===== src/rtl/shf_pkg.sv =====
package shf_pkg;
  localparam int unsigned VEC_W   = 128;
  localparam int unsigned GRP_N   = 4;
  localparam int unsigned SEL_W   = $clog2(GRP_N);
  localparam int unsigned IMM_W   = SEL_W * GRP_N;
  localparam int unsigned FMT_W   = 2;
  localparam int unsigned BASE_EW = 8;

  typedef enum logic [FMT_W-1:0] {
    FMT_BYTE = 2'b00,
    FMT_HALF = 2'b01,
    FMT_WORD = 2'b10,
    FMT_NONE = 2'b11
  } shf_fmt_e;
endpackage


===== src/rtl/shf_rst_sync.sv =====
module shf_rst_sync #(
  parameter int unsigned STAGES = 2
) (
  input  logic clk,
  input  logic arst_n,
  output logic srst_n
);
  logic [STAGES-1:0] chain_q;
  logic [STAGES-1:0] chain_d;

  always_comb begin
    chain_d = {chain_q[STAGES-2:0], 1'b1};
  end

  always_ff @(posedge clk or negedge arst_n) begin
    if (!arst_n) chain_q <= '0;
    else         chain_q <= chain_d;
  end

  assign srst_n = chain_q[STAGES-1];
endmodule


===== src/rtl/shf_perm_net.sv =====
module shf_perm_net #(
  parameter int unsigned VEC_W  = 128,
  parameter int unsigned ELEM_W = 8,
  parameter int unsigned GRP_N  = 4,
  parameter int unsigned SEL_W  = 2,
  parameter int unsigned IMM_W  = SEL_W * GRP_N
) (
  input  logic [VEC_W-1:0] src,
  input  logic [IMM_W-1:0] imm,
  output logic [VEC_W-1:0] dst
);
  localparam int unsigned NUM_E = VEC_W / ELEM_W;

  for (genvar e = 0; e < NUM_E; e++) begin : g_elem
    localparam int unsigned BASE = (e / GRP_N) * GRP_N;
    localparam int unsigned POS  = e % GRP_N;

    logic [ELEM_W-1:0] lane [GRP_N];
    logic [SEL_W-1:0]  sel;

    for (genvar k = 0; k < GRP_N; k++) begin : g_lane
      assign lane[k] = src[(BASE+k)*ELEM_W +: ELEM_W];
    end

    assign sel = imm[POS*SEL_W +: SEL_W];
    assign dst[e*ELEM_W +: ELEM_W] = lane[sel];
  end
endmodule


===== src/rtl/shf_lane_shuffle.sv =====
module shf_lane_shuffle
  import shf_pkg::*;
(
  input  logic               clk,
  input  logic               rst_n,
  input  logic               in_valid,
  input  logic [FMT_W-1:0]   in_fmt,
  input  logic [IMM_W-1:0]   in_imm,
  input  logic [VEC_W-1:0]   in_src,
  output logic               out_valid,
  output logic [VEC_W-1:0]   out_data
);
  localparam int unsigned NUM_FMT = 3;

  logic             rst_q_n;
  logic [VEC_W-1:0] perm [NUM_FMT];
  logic [VEC_W-1:0] data_d;
  logic [VEC_W-1:0] data_q;
  logic             vld_q;
  logic             data_en;
  shf_fmt_e         fmt;

  shf_rst_sync #(.STAGES(2)) u_rst_sync (
    .clk    (clk),
    .arst_n (rst_n),
    .srst_n (rst_q_n)
  );

  for (genvar f = 0; f < NUM_FMT; f++) begin : g_fmt
    shf_perm_net #(
      .VEC_W  (VEC_W),
      .ELEM_W (BASE_EW << f),
      .GRP_N  (GRP_N),
      .SEL_W  (SEL_W),
      .IMM_W  (IMM_W)
    ) u_perm (
      .src (in_src),
      .imm (in_imm),
      .dst (perm[f])
    );
  end

  assign fmt     = shf_fmt_e'(in_fmt);
  assign data_en = in_valid;

  always_comb begin
    case (fmt)
      FMT_BYTE: data_d = perm[0];
      FMT_HALF: data_d = perm[1];
      FMT_WORD: data_d = perm[2];
      default:  data_d = in_src;
    endcase
  end

  always_ff @(posedge clk or negedge rst_q_n) begin
    if (!rst_q_n) begin
      vld_q  <= 1'b0;
      data_q <= '0;
    end else begin
      vld_q <= in_valid;
      if (data_en) data_q <= data_d;
    end
  end

  assign out_valid = vld_q;
  assign out_data  = data_q;
endmodule


===== config.mk =====
export PLATFORM = sky130hd
export DESIGN_NAME = shf_lane_shuffle
export DESIGN_NICKNAME = d
export VERILOG_FILES = /design/src/rtl/shf_pkg.sv /design/src/rtl/shf_rst_sync.sv /design/src/rtl/shf_perm_net.sv /design/src/rtl/shf_lane_shuffle.sv
export SDC_FILE = /design/constraint.sdc
export NUM_CORES = 1
export LEC_CHECK = 0
export ABC_CLOCK_PERIOD_IN_PS = 7800
export BUFFER_PORTS_ARGS = -buffer_cell sky130_fd_sc_hd__buf_2
export CAP_MARGIN = 25
export CORE_AREA = 4 4 148 221
export CTS_BUF_LIST = sky130_fd_sc_hd__clkbuf_8
export DETAILED_ROUTE_END_ITERATION = 7
export DIE_AREA = 0 0 152 225
export PLACE_DENSITY_LB_ADDON = 0.08
export SYNTH_ARGS = -nofsm -noshare
export SYNTH_HDL_FRONTEND = slang
export SYNTH_HIERARCHICAL = 1
export SYNTH_SLANG_ARGS = --single-unit

===== constraint.sdc =====
create_clock -name clk -period 7.8 [get_ports clk]
set_input_delay 0.39 -clock clk [delete_from_list [all_inputs] [get_ports clk]]
set_output_delay 0.39 -clock clk [all_outputs]
set_load 0.03 [all_outputs]

==> results of run 1 <==
==> worst max-delay path, cell delays in order <==
cell	delay (ns)
buf_6	0.57
buf_4	0.82
mux4_1	0.66
mux2i_1	0.15
o221ai_1	0.16
==> through the flow <==
stage	cells	hold slack (ns)
floorplan	1185	0.09441
global placement	1719	0.1758
detailed placement	1719	0.1778
CTS	1752	0.1489
global route	1755	0.1672
finish	1757	0.1707
==> power by group <==
group / leakage [nW] / total, mW / switching, mW / internal [mW]
clock network: 0.221 / 0.672 / 0.336 / 0.337
registers: 1.61 / 0.884 / 0.107 / 0.777
logic: 5.81 / 1.36 / 0.798 / 0.562
==> logic make-up after synthesis <==
group,count (synthesis),share of synthesized area
AO/OA/AOI/OAI,128,0.06140
other,1,0.0002054
flip-flops,131,0.1796
buffers and inverters,155,0.09546
AND/OR/NAND/NOR,130,0.04441
multiplexers,640,0.6190
==> registers in the layout (all words and copies together), names as in the netlist <==
name / count
out_valid: 1
out_data: 128
u_rst_sync/chain_q: 2
==> Yosys cell counts (all sizes together) <==
cell type,n
buf,124
bufbuf,1
clkbuf,30
conb,1
dfrtp,131
mux2i,256
mux4,384
nand2,1
nand2b,129
o221ai,128
==> final cells by class <==
| cell class | instances | area (sq um) | share of cell area |
|---|---|---|---|
| clock inverters | 12 | 138.9 | 0.007296 |
| multi-input cells | 899 | 13250 | 0.6961 |
| diodes | 3 | 7.507 | 0.0003944 |
| repair buffers | 287 | 1574 | 0.08269 |
| well taps | 405 | 506.7 | 0.02662 |
| clock buffers | 20 | 275.3 | 0.01446 |
| flip-flops and latches | 131 | 3282 | 0.1724 |
==> metal layers <==
metal,share of wire,GRT usage,vias to the layer above
met5,0.00054,0,-
met4,0.094,0.3012,6
met3,0.15,0.1255,322
met2,0.44,0.6124,1687
met1,0.32,0.5607,7669
li1,-,-,5569
==> final timing paths <==
check / start / slack [ns] / cells past startpoint / endpoint
worst max-delay path: in_imm[0] / 5.33 / 5 / out_data[79]
worst min-delay path: rst_n / 0.17 / 2 / u_rst_sync/chain_q[1]
worst max register to register: u_rst_sync/chain_q[1] / 5.52 / 2 / out_data[44]
worst min register to register: u_rst_sync/chain_q[0] / 0.36 / 0 / u_rst_sync/chain_q[1]
max in group asynchronous: u_rst_sync/chain_q[1] / 5.52 / 2 / out_data[44]
min in group clk: in_valid / 0.26 / 3 / out_data[92]
==> timing repair <==
| item | in CTS | in global routing |
|---|---|---|
| hold buffers | 1 | 0 |
| setup buffers | 0 | 0 |
| hold endpoints to repair | 2 | 0 |
==> summary.md, run 1 <==
| Metric | Value |
|---|---|
| Post-layout util | `0.6173` |
| Root Buffer | `clkbuf_8` |
| Post-synthesis sequential area ratio | `0.1796` |
| CTS tree | `yes` |
| DRC Markers | `0` |
| Lkg Pwr | `7.641 nW` |
| Mapped Cells | `1185` |
| Die X-Extent | `152 um` |
| Final hold violation count | `0` |
| Detail Route Antenna Nets | `0` |
| Rows | `79` |
| Post-Syn Area | `0.01826 sq mm` |
| Initial antenna violation count | `9` |
| Placer Congestion | `0.9312` |
| Die H | `225 um` |
| First-pass GRT wire length | `106.6 mm` |
| Global route total overflow | `0` |
| H-Tree Depth | `4` |
| Final worst slack | `5.332 ns` |
| Cts repair resizes | `0` |
| DP Area | `0.01856 sq mm` |
| Wire per inst | `42.00 um` |
| # setup viols final | `0` |
| Core Area | `0.03084 sq mm` |
| Pwr Total | `2.917 mW` |
| Clock latency at the later pin of the worst-skew pair | `0.52 ns` |
| Finished layout cell area | `0.01904 sq mm` |
| Iter 0 DRT Violations | `2607` |
| Vias in the first global route | `14705` |
| Final Critical Period | `2.468 ns` |
| Status | `complete, no violations` |
| Total GRT Usage | `0.4266` |
| Max frequency | `0.4053 GHz` |
| Most frequent cells in the layout | `mux4_2 (360), buf_2 (260), mux2i_1 (256), dfrtp_1 (130)` |
| Layout cells sized above 1 | `0.5033` |
| Crit end category | `flop` |
| Fin Setup TNS | `0 ns` |
| I/O Buffers | `269` |
| Vias per cell | `8.681` |
| Post-synthesis area per instance | `15.41 sq um` |
| Max-Cap Viols | `0` |
| Final period utilization | `0.3164` |
| Startpoint types | `primary input` |
| Total CTS buffers | `17` |
| Commonest non-fill, non-tap cell in the layout | `mux4_2` |
| VDD IR max | `0.1115 mV` |
| Yosys cell types | `14` |
| Starting Density | `0.5920` |
| Syn Nets | `1326` |
| Unrepaired setup endpoints after global routing | `false` |
| # fillers | `2448` |
| Ys Warns | `6` |
| Worst path required time | `8.14 ns` |
| Clk_skew | `0.01205 ns` |
| Pre-CTS setup slack | `4.747 ns` |
| Vias | `15253` |
| Register bit total from synthesis | `131` |
| DRT Wirelength | `73.80 mm` |
| I/O pin cnt | `270` |
| CP arrival | `2.81 ns` |
| Synth area leaders | `mux4_2 (44%), dfrtp_1 (18%), mux2i_1 (14%)` |
| Clock Sinks | `131` |
| Pin count of the biggest net entering global routing | `142` |
| DIE AREA | `0.03420 sq mm` |
| Maximum fanout along the worst path | `51` |
| Hpwl dp | `45.95 mm` |
| Clk buf depth | `2` |
| Top cell type's share of synthesized area | `0.4441` |
| Area Growth Syn to Fin | `4.263%` |
| Clock transition at the registers of the reported paths | `0.09 ns` |
| Layout Nets | `1477` |
| Slew headroom | `0.1843` |
| Final Max Slew Viols | `0` |
| Hold crit path type | `in -> async` |
| Pin slew with the least headroom to its limit | `1.224 ns` |
| Crit path kind | `in -> reg` |
| Router iterations before antenna repair | `6` |
| Power per cell area | `153.2 mW/mm^2` |
| Area leader, netlist | `mux4_2` |
(Power assumes the default switching activity.)
==> run 2, diff against run 1 <==
- ABC_CLOCK_PERIOD_IN_PS: 7800 -> 2500
- clock period: 7.8 -> 2.5 ns (I/O delays scaled with it)
==> run 2 against run 1 <==
Against the previous run: die area stayed put; non-clock buffer count is 47 higher; cell area is 3.7% higher; hold slack worse by 0.025 ns; first-iteration DRC count is 0.50% higher; global-route usage is 2.9 points higher; sequential share of layout area is 0.62 points lower; final cell count is 3.0% higher; critical path type unchanged; total power grew to 3.3 times the previous value.
==> summary.md, run 2 (same netlist as run 1, synthesis figures left out) <==
| Metric | Value |
|---|---|
| Seq pwr share | `0.286 (-0.017)` |
| Status | `complete, no violations` |
| Layout Nets | `1524 (+3.2%)` |
| Setup repair bufs after CTS | `0 (unchanged)` |
| Cts repair resizes | `0 (unchanged)` |
| First-pass GRT wire length | `112.9 mm (+5.9%)` |
| Crit path kind | `in -> reg` |
| Slew headroom | `0.4375 (+0.2532)` |
| Sw power | `4.011 mW (+220%)` |
| I/O Buffers | `269 (unchanged)` |
| Final Critical Period | `1.713 ns` |
| Largest register FFs | `128 (unchanged)` |
| Int Pwr | `5.599 mW (+230%)` |
| Worst path required time | `2.85 ns (-5.29 ns)` |
| Layout cells sized above 1 | `0.5201 (+0.01672)` |
| DRC Markers | `0 (unchanged)` |
| Clock power share | `0.252 (+0.021)` |
| Pin count of the biggest net entering global routing | `129 (-9.2%)` |
| Final Max Slew Viols | `0 (unchanged)` |
| Fin Setup TNS | `0 ns (unchanged)` |
| Wire per inst | `43.60 um (+3.8%)` |
| DIE AREA | `0.03420 sq mm (unchanged)` |
| Clock latency at the later pin of the worst-skew pair | `0.51 ns (about the same)` |
| Total GRT Usage | `0.4559 (+0.02928)` |
| CTS tree | `yes` |
| Most frequent cells in the layout | `mux4_2 (360), buf_2 (259), mux2i_1 (256), dfrtp_1 (130)` |
| Hold crit path type | `in -> reg` |
| Register cell area after layout | `0.003282 sq mm (unchanged)` |
| Area Growth Syn to Fin | `8.128%` |
| Vias | `15939 (+4.5%)` |
| Startpoint types | `primary input` |
| CP arrival | `2.07 ns (-0.74 ns)` |
| Die H | `225 um (unchanged)` |
| I/O pin cnt | `270 (unchanged)` |
| Vias per cell | `8.811 (+1.5%)` |
| Total CTS buffers | `17 (unchanged)` |
| Initial antenna violation count | `0 (-9)` |
| Power per cell area | `486.8 mW/mm^2 (+220%)` |
| Hpwl dp | `50.20 mm (+9.3%)` |
| Area of the multi-input gates | `0.01325 sq mm (unchanged)` |
| Pwr Total | `9.610 mW (+230%)` |
| Clock transition at the registers of the reported paths | `0.09 ns (about the same)` |
| # fillers | `2410 (-1.6%)` |
| Max frequency | `0.5837 GHz` |
| Unrepaired setup endpoints after global routing | `false` |
| Pin slew with the least headroom to its limit | `0.8438 ns (-0.3797 ns)` |
| Clk_skew | `0.009151 ns (-0.002895 ns)` |
| Crit end category | `flop` |
| Core Area | `0.03084 sq mm (unchanged)` |
| Global route total overflow | `0 (unchanged)` |
| Router iterations before antenna repair | `6 (unchanged)` |
| Lkg Pwr | `7.977 nW (+4.4%)` |
| Rows | `79 (unchanged)` |
| Max-Cap Viols | `0 (unchanged)` |
| Vias in the first global route | `15529 (+5.6%)` |
| Clk buf depth | `2 (unchanged)` |
| Die X-Extent | `152 um (unchanged)` |
| Final hold violation count | `0 (unchanged)` |
| VDD IR max | `0.4133 mV (+270%)` |
| Maximum fanout along the worst path | `128 (+150%)` |
| Clock Sinks | `131 (unchanged)` |
| Starting Density | `0.5920 (unchanged)` |
| Commonest non-fill, non-tap cell in the layout | `mux4_2` |
| Iter 0 DRT Violations | `2620 (+0.50%)` |
| Net switching fraction of the power | `0.4174 (-0.007940)` |
| Placer Congestion | `1.029 (+11%)` |
| DRT Wirelength | `78.86 mm (+6.9%)` |
| Detail Route Antenna Nets | `0 (unchanged)` |
| Hold_ws | `0.1461 ns (-0.02462 ns)` |
| # setup viols final | `0 (unchanged)` |
| Combinational power share | `0.461 (-0.005)` |
| H-Tree Depth | `4 (unchanged)` |
| Root Buffer | `clkbuf_8` |
| Final period utilization | `0.6853` |
[run 2: cell count changes in the layout (fill, tap and decap cells not counted), sizes merged]
cell | previous run | this run
buf | 286 | 331
diode | 3 | 8
bufinv | 3 | 6
clkinv | 6 | 4
clkinvlp | 1 | 3
dlygate4sd3 | 1 | 3
inv | 2 | 0
clkbuf | 20 | 19
[run 2: timing repair]
| item | CTS | global route |
|---|---|---|
| hold buffers | 3 | 0 |
| endpoints found under the setup margin | 0 | 0 |
| endpoints found under the hold margin | 3 | 0 |
[run 2: power by group through the flow]
stage | logic, mW | registers [mW] | clock network (mW)
floorplan | 2.36 | 3.28 | 0
CTS | 4.32 | 2.74 | 2.43
detailed placement | 4.30 | 2.78 | 0
finish | 4.43 | 2.75 | 2.42
global placement | 4.25 | 2.78 | 0
global route | 4.57 | 2.77 | 2.51
[run 2: final timing paths]
kind | start | to | slack [ns] | cells past startpoint
setup / recovery | in_valid | out_data[107] | 0.79 | 5
hold / removal | in_src[81] | out_data[81] | 0.15 | 3
setup reg to reg | u_rst_sync/chain_q[1] | out_data[17] | 1.38 | 1
hold reg to reg | u_rst_sync/chain_q[1] | out_data[87] | 0.36 | 0
max in group asynchronous | u_rst_sync/chain_q[1] | out_data[17] | 1.38 | 1
min in group asynchronous | u_rst_sync/chain_q[1] | out_data[87] | 0.36 | 0
[run 2: per-stage QoR]
step | cell area [sq um] | std cells | util | setup slack (ns)
floorplan | 18260 | 1185 | - | 0.3198
CTS | 19720 | 1801 | 0.6395 | 0.9226
finish | 19740 | 1809 | 0.6401 | 0.7869
detailed placement | 19200 | 1766 | 0.6226 | 0.6328
global placement | 19200 | 1766 | 0.6226 | 0.6776
global route | 19720 | 1801 | 0.6395 | 0.8238
[run 2: critical path, stage by stage]
cell           delay [ns]
dlygate4sd3_1        0.54
buf_4                0.30
nand2b_4             0.16
buf_12               0.45
o221ai_1             0.26
[run 2: metal layers]
| metal | GRT usage | vias up | part of all wire |
|---|---|---|---|
| li1 | - | 5669 | - |
| met1 | 0.5987 | 7960 | 0.32 |
| met2 | 0.6380 | 1941 | 0.43 |
| met3 | 0.1591 | 369 | 0.16 |
| met4 | 0.3189 | 0 | 0.091 |
| met5 | 0 | - | 0 |
[run 2: layout make-up]
cell class	count	share of cell area
Timing Repair Buffer	334	0.1109
Sequential cell	131	0.1662
Multi-Input combinational cell	899	0.6713
Clock buffer	19	0.01325
Antenna cell	8	0.001014
Tap cell	405	0.02567
Clock inverter	13	0.01166
